File: src/rtl/ifr_pkg.sv
`timescale 1ns/1ps
package ifr_pkg;
  localparam int unsigned IFR_AW = 32;
  localparam int unsigned IFR_WA = IFR_AW - 2;

  typedef logic [IFR_WA-1:0] word_t;

  typedef struct packed {
    logic  live;
    word_t addr;
  } pend_t;

  // word w falls within [base, base+cnt)
  function automatic logic span_has(word_t w, word_t base, word_t cnt);
    word_t off;
    off = w - base;
    return off < cnt;
  endfunction

  // prefetch may continue while newest request is less than lead words past pc
  function automatic logic lead_open(word_t la, word_t pcw, int unsigned lead);
    word_t d;
    int    sd;
    d  = la - pcw;
    sd = int'($signed(d));
    return sd < int'(lead);
  endfunction
endpackage

File: src/rtl/ifr_store.sv
`timescale 1ns/1ps
module ifr_store
  import ifr_pkg::*;
#(
  parameter int unsigned SLOTS = 32,
  parameter int unsigned PORTS = 3,
  parameter int unsigned SW    = $clog2(SLOTS),
  parameter int unsigned HI_W  = $clog2(2 * SLOTS)
) (
  input  logic                       clk,
  input  logic                       wr_en,
  input  logic [SW-1:0]              wr_slot,
  input  logic [31:0]                wr_data,
  input  logic [PORTS-1:0][HI_W-1:0] rd_hidx,
  output logic [PORTS-1:0][15:0]     rd_half
);
  logic [31:0] ring [SLOTS];

  always_ff @(posedge clk) begin
    if (wr_en) ring[wr_slot] <= wr_data;
  end

  for (genvar p = 0; p < PORTS; p++) begin : g_rd
    logic [31:0] word_q;
    assign word_q     = ring[rd_hidx[p][HI_W-1:1]];
    assign rd_half[p] = rd_hidx[p][0] ? word_q[31:16] : word_q[15:0];
  end
endmodule

File: src/rtl/ifr_window.sv
`timescale 1ns/1ps
module ifr_window
  import ifr_pkg::*;
#(
  parameter int unsigned SLOTS = 32,
  parameter int unsigned OCC_W = $clog2(SLOTS + 1)
) (
  input  logic             clk,
  input  logic             rst_n,
  input  logic             flush,
  input  word_t            flush_w,
  input  logic             issue,
  input  logic             wr_en,
  output word_t            lb_w,
  output word_t            la_w,
  output logic [OCC_W-1:0] occ,
  output logic             evict
);
  assign evict = wr_en && (occ == OCC_W'(SLOTS));

  always_ff @(posedge clk or negedge rst_n) begin
    if (!rst_n) begin
      lb_w <= '0;
      la_w <= '1;
      occ  <= '0;
    end else if (flush) begin
      lb_w <= flush_w;
      la_w <= flush_w - word_t'(1);
      occ  <= '0;
    end else begin
      if (issue) la_w <= la_w + word_t'(1);
      if (evict) lb_w <= lb_w + word_t'(1);
      else if (wr_en) occ <= occ + OCC_W'(1);
    end
  end
endmodule

File: src/rtl/ifr_issue.sv
`timescale 1ns/1ps
module ifr_issue
  import ifr_pkg::*;
#(
  parameter int unsigned DEPTH  = 2,
  parameter int unsigned LIVE_W = $clog2(DEPTH + 1)
) (
  input  logic              clk,
  input  logic              rst_n,
  input  logic              issue,
  input  word_t             issue_w,
  input  logic              flush,
  input  logic              rsp_valid,
  output logic              wr_en,
  output word_t             wr_w,
  output logic [LIVE_W-1:0] n_live
);
  pend_t [DEPTH-1:0] stg;

  always_ff @(posedge clk or negedge rst_n) begin
    if (!rst_n) begin
      stg <= '0;
    end else begin
      stg[0].live <= issue;
      stg[0].addr <= issue_w;
      for (int k = 1; k < DEPTH; k++) begin
        stg[k].live <= stg[k-1].live & ~flush;
        stg[k].addr <= stg[k-1].addr;
      end
    end
  end

  assign wr_en = stg[DEPTH-1].live & rsp_valid & ~flush;
  assign wr_w  = stg[DEPTH-1].addr;

  always_comb begin
    n_live = '0;
    for (int k = 0; k < DEPTH; k++) n_live = n_live + LIVE_W'(stg[k].live);
  end
endmodule

File: src/rtl/ifetch_ring.sv
`timescale 1ns/1ps
module ifetch_ring
  import ifr_pkg::*;
#(
  parameter int unsigned SLOTS  = 32,
  parameter int unsigned LEAD   = 8,
  parameter int unsigned DEPTH  = 2,
  parameter int unsigned MAXLEN = 3,
  localparam int unsigned LEN_W = $clog2(MAXLEN + 1)
) (
  input  logic                  clk,
  input  logic                  rst_n,
  input  logic [IFR_AW-2:0]     pc_hw_i,
  input  logic [LEN_W-1:0]      len_i,
  input  logic                  need_i,
  input  logic                  redirect_i,
  input  logic                  nxt_mem_i,
  input  logic                  nxt_br_i,
  input  logic                  nxt_br_short_i,
  input  logic [IFR_WA-1:0]     nxt_br_tgt_i,
  input  logic                  mem_exec_i,
  output logic                  req_o,
  output logic [IFR_AW-1:0]     req_addr_o,
  input  logic                  rsp_valid_i,
  input  logic [31:0]           rsp_data_i,
  output logic [16*MAXLEN-1:0]  insn_o,
  output logic                  wait_o
);
  localparam int unsigned SW     = $clog2(SLOTS);
  localparam int unsigned HI_W   = $clog2(2 * SLOTS);
  localparam int unsigned OCC_W  = $clog2(SLOTS + 1);
  localparam int unsigned LIVE_W = $clog2(DEPTH + 1);
  localparam int unsigned HW_W   = IFR_AW - 1;

  word_t             pc_w;
  word_t             lb_w;
  word_t             la_w;
  word_t             wr_w;
  word_t             span;
  logic [OCC_W-1:0]  occ;
  logic [LIVE_W-1:0] n_live;
  logic              evict;
  logic              wr_en;
  logic              flush;
  logic              issue;
  logic              tgt_ok;
  logic              hold_next;
  logic              lead_ok;

  assign pc_w = pc_hw_i[HW_W-1:1];
  assign span = la_w - lb_w + word_t'(1);

  // control events
  assign flush     = redirect_i & ~span_has(pc_w, lb_w, span);
  assign tgt_ok    = span_has(nxt_br_tgt_i, lb_w, word_t'(occ));
  assign hold_next = nxt_mem_i | (nxt_br_i & ~(nxt_br_short_i & tgt_ok));
  assign lead_ok   = lead_open(la_w, pc_w, LEAD);
  assign issue     = lead_ok & ~hold_next & ~mem_exec_i & ~flush;

  assign req_o      = issue;
  assign req_addr_o = {la_w + word_t'(1), 2'b00};

  ifr_window #(.SLOTS(SLOTS), .OCC_W(OCC_W)) u_win (
    .clk     (clk),
    .rst_n   (rst_n),
    .flush   (flush),
    .flush_w (pc_w),
    .issue   (issue),
    .wr_en   (wr_en),
    .lb_w    (lb_w),
    .la_w    (la_w),
    .occ     (occ),
    .evict   (evict)
  );

  ifr_issue #(.DEPTH(DEPTH), .LIVE_W(LIVE_W)) u_iss (
    .clk       (clk),
    .rst_n     (rst_n),
    .issue     (issue),
    .issue_w   (la_w + word_t'(1)),
    .flush     (flush),
    .rsp_valid (rsp_valid_i),
    .wr_en     (wr_en),
    .wr_w      (wr_w),
    .n_live    (n_live)
  );

  // read side
  logic [MAXLEN-1:0][HI_W-1:0] hidx;
  logic [MAXLEN-1:0][15:0]     half;
  logic [MAXLEN-1:0]           have;
  logic [MAXLEN-1:0]           want;

  for (genvar k = 0; k < MAXLEN; k++) begin : g_hw
    logic [HW_W-1:0] h_k;
    assign h_k     = pc_hw_i + HW_W'(k);
    assign hidx[k] = h_k[HI_W-1:0];
    assign have[k] = span_has(h_k[HW_W-1:1], lb_w, word_t'(occ));
    assign want[k] = LEN_W'(k) < len_i;
    assign insn_o[16*k +: 16] = half[k];
  end

  ifr_store #(.SLOTS(SLOTS), .PORTS(MAXLEN), .SW(SW), .HI_W(HI_W)) u_store (
    .clk     (clk),
    .wr_en   (wr_en),
    .wr_slot (wr_w[SW-1:0]),
    .wr_data (rsp_data_i),
    .rd_hidx (hidx),
    .rd_half (half)
  );

  assign wait_o = need_i & |(want & ~have);
endmodule

File: config.mk
export PLATFORM = sky130hd
export DESIGN_NAME = ifetch_ring
export DESIGN_NICKNAME = d
export VERILOG_FILES = /design/src/rtl/ifr_pkg.sv /design/src/rtl/ifr_store.sv /design/src/rtl/ifr_window.sv /design/src/rtl/ifr_issue.sv /design/src/rtl/ifetch_ring.sv
export SDC_FILE = /design/constraint.sdc
export NUM_CORES = 2
export LEC_CHECK = 0
export CORE_MARGIN = 2
export CORE_UTILIZATION = 40
export CTS_CLUSTER_SIZE = 25
export DETAILED_ROUTE_END_ITERATION = 12
export PLACE_DENSITY = 0.63
export SETUP_SLACK_MARGIN = 0.4
export SLEW_MARGIN = 20
export SYNTH_ARGS = -nofsm -noshare
export SYNTH_HDL_FRONTEND = slang
export SYNTH_HIERARCHICAL = 1
export SYNTH_SLANG_ARGS = --single-unit
File: constraint.sdc
create_clock -name clk -period 8.3 [get_ports clk]
set_input_delay 1.245 -clock clk [delete_from_list [all_inputs] [get_ports clk]]
set_output_delay 1.245 -clock clk [all_outputs]
set_load 0.03 [all_outputs]
==> metrics.md <==
| Metric | Value |
|---|---|
| Status | `complete, no violations` |
| Die ar. | `185000 µm²` |
| Cts hold-fix bufs | `0` |
| Share of layout cells above drive strength 1 | `27.2%` |
| Worst Skew | `0.105 ns` |
| Worst path top cell family by delay | `simple AND/OR/NAND/NOR gates` |
| Worst Tran Pin Value | `1.21 ns` |
| Nets | `5836` |
| WP data arrival | `6.41 ns` |
| Clock sinks | `1102` |
| Initial antenna violation count | `20` |
| CTS Buf Count | `117` |
| Grt ovf | `0` |
| Post-synthesis area per instance | `13.8 µm²` |
| Crit start category | `input pin` |
| TritonCTS clock tree | `built` |
| Maxcap violations | `0` |
| Clock network power share | `23.0%` |
| Switch Pwr | `9370 µW` |
| Seq pwr share | `29.2%` |
| Starting density of the core | `40.2%` |
| Slowest-stage cell, CP | `or4_1` |
| Setup tns final | `0 ns` |
| Number of vias per cell | `6.80` |
| Setup ws final | `0.650 ns` |
| YS warnings | `6` |
| Clock Latency Late Sink | `0.80 ns` |
| CP Data Required Time | `7.05 ns` |
| CTS root buffer | `clkbuf_16` |
| Leak Pwr | `0.0279 µW` |
| Final setup fails | `0` |
| Critical path buffer and inverter count | `4` |
| Boundary pin count | `186` |
| Hold Fails Final Rpt | `0` |
| Area of the mapped netlist | `72700 µm²` |
| Final Cycle Share | `92.2%` |
| CP max stage delay | `0.58 ns` |
| Syn Inst Count | `5271` |
| Worst slew margin | `19.1%` |
| GRT Util Overall | `28.8%` |
| PortBufs | `183` |
| Synthesis-to-layout area growth | `14.2%` |
| Setup crit end kind | `primary output` |
| Fin. max-slew vios | `0` |
| DR WL/cell | `34.4 µm` |
| Cell Chain, Critical Path | `clkdlybuf4s50_1 > inv_1 > ha_1 > inv_1 > fa_1 > a21o_1 > a21oi_1 > xnor2_1 > ha_1 > a21oi_2 > o22ai_1 > nor4_1 > o21ai_0 > a211oi_1 > nand4_1 > or4_1 > nor4_2 > nand4_1 > or4_1 > a221oi_2 > buf_4` |
| Placer Congestion | `0.953` |
| Detailed Route Iter0 Violations | `7258` |
| Vias in the first global route | `52000` |
| H-tree depth | `3` |
| Die height | `430 µm` |
| Hold Path Class | `in2async` |
| Internal power | `13900 µW` |
| P per Cell Area | `280 nW/µm²` |
| Clock transition at path regs | `0.06 ns` |
| Clk buf depth | `3` |
| Maximum VDD drop | `0.396 mV` |
| Via count | `54100` |
| Routed WL | `273 mm` |
| Routed Antenna Nets | `0` |
| Final HPWL DP | `180 mm` |
| Remaining DRCs | `0` |
| Crit Path Max Fanout | `2` |
| Die width | `430 µm` |
| Sw Share | `40.3%` |
| Largest net degree at the start of global routing | `116` |
| Hold WS | `0.279 ns` |
| Rows | `156` |
| Fin crit period | `7.65 ns` |
| Crit Path Category | `in2out` |
| TritonRoute pass-1 iters | `5` |
| Core area | `181000 µm²` |
| Place WS | `0.0656 ns` |
| RSZ-0062 raised after global routing | `yes` |
| Comb power frac | `47.8%` |
| First-pass GRT wire length | `384 mm` |
| Fmax | `131 MHz` |
-- cell type report --
type,count,area [µm²]
antenna,14,35.0
clock buffer,133,2990
clock inverter,87,897
fill,15900,97700
inverter,158,622
multi-input combinational,3655,38400
sequential,1102,32700
tap,2370,2970
timing repair buffer,434,4410
-- repair_timing --
| action | CTS | global route |
|---|---|---|
| setup endpoints to repair | 2 | 4 |
| resized for setup | 20 | 61 |
| pin swaps | 2 | 22 |
| buffers inserted | 5 | 17 |
-- worst paths after layout --
| check | startpoint | to | slack, ns | depth (start not counted) |
|---|---|---|---|---|
| hold / removal | rst_n | u_win/lb_w[29] | 0.28 | 1 |
| hold reg to reg | u_iss/stg[4] | u_iss/wr_w[4] | 0.34 | 0 |
| min in group clk | u_iss/stg[4] | u_iss/wr_w[4] | 0.34 | 0 |
| setup reg to reg | u_win/lb_w[10] | u_win/la_w[14] | 1.23 | 30 |
| max in group asynchronous | rst_n | u_iss/stg[2] | 6.77 | 2 |
| setup / recovery | nxt_br_tgt_i[0] | req_o | 0.65 | 21 |
-- layout by cell type (no fill, tap or decap), drive strengths merged, types with 30 or more instances in the layout --
master / instances
dfrtp: 48
nor2: 219
xor2: 76
nor3: 62
mux2i: 174
dfstp: 30
a21oi: 188
mux2: 114
and3: 34
inv: 157
a221o: 32
nand2: 336
a21o: 60
nand3: 90
a211oi: 34
o21ai: 183
nor2b: 59
mux4: 737
xnor2: 198
nand2b: 38
a311oi: 40
o21a: 34
clkinv: 66
nor4: 51
clkbuf: 133
clkdlybuf4s50: 127
nand4: 63
o22ai: 136
ha: 259
buf: 300
edfxtp: 1024
-- per-layer routing --
metal	part of all wire [%]	wire length (µm)	vias up	global-route usage [%]
met3	11	29700	761	5.88
met2	46	126000	3603	45.5
met5	0.014	39	-	0
met1	35	97000	27600	36.4
met4	7.6	20800	6	18.3
li1	-	-	22100	-
-- sequential cells by signal, indices dropped and copies added (netlist names) --
| name | cells |
|---|---|
| u_store/ring | 1024 |
| u_win/la_w | 30 |
| u_win/lb_w | 30 |
| u_iss/stg | 7 |
| u_win/occ | 6 |
| u_iss/wr_w | 5 |
-- stage by stage --
stage	instances	area, µm²	utilization [%]	power [µW]
detailed placement	7697	78700	43.5	17500
global route	7947	83000	45.9	24500
finish	7953	83000	45.9	23200
CTS	7922	82700	45.8	22900
floorplan	5272	72800	-	14100
global placement	7697	78700	43.5	17500
-- power groups by stage --
stage	combinational, µW	clock [µW]	sequential [µW]
global placement	10600	0	6900
global route	12100	5610	6810
CTS	10800	5400	6780
floorplan	7350	0	6720
finish	11100	5340	6780
detailed placement	10600	0	6900
No activity file was read; power rests on OpenSTA's default activity.
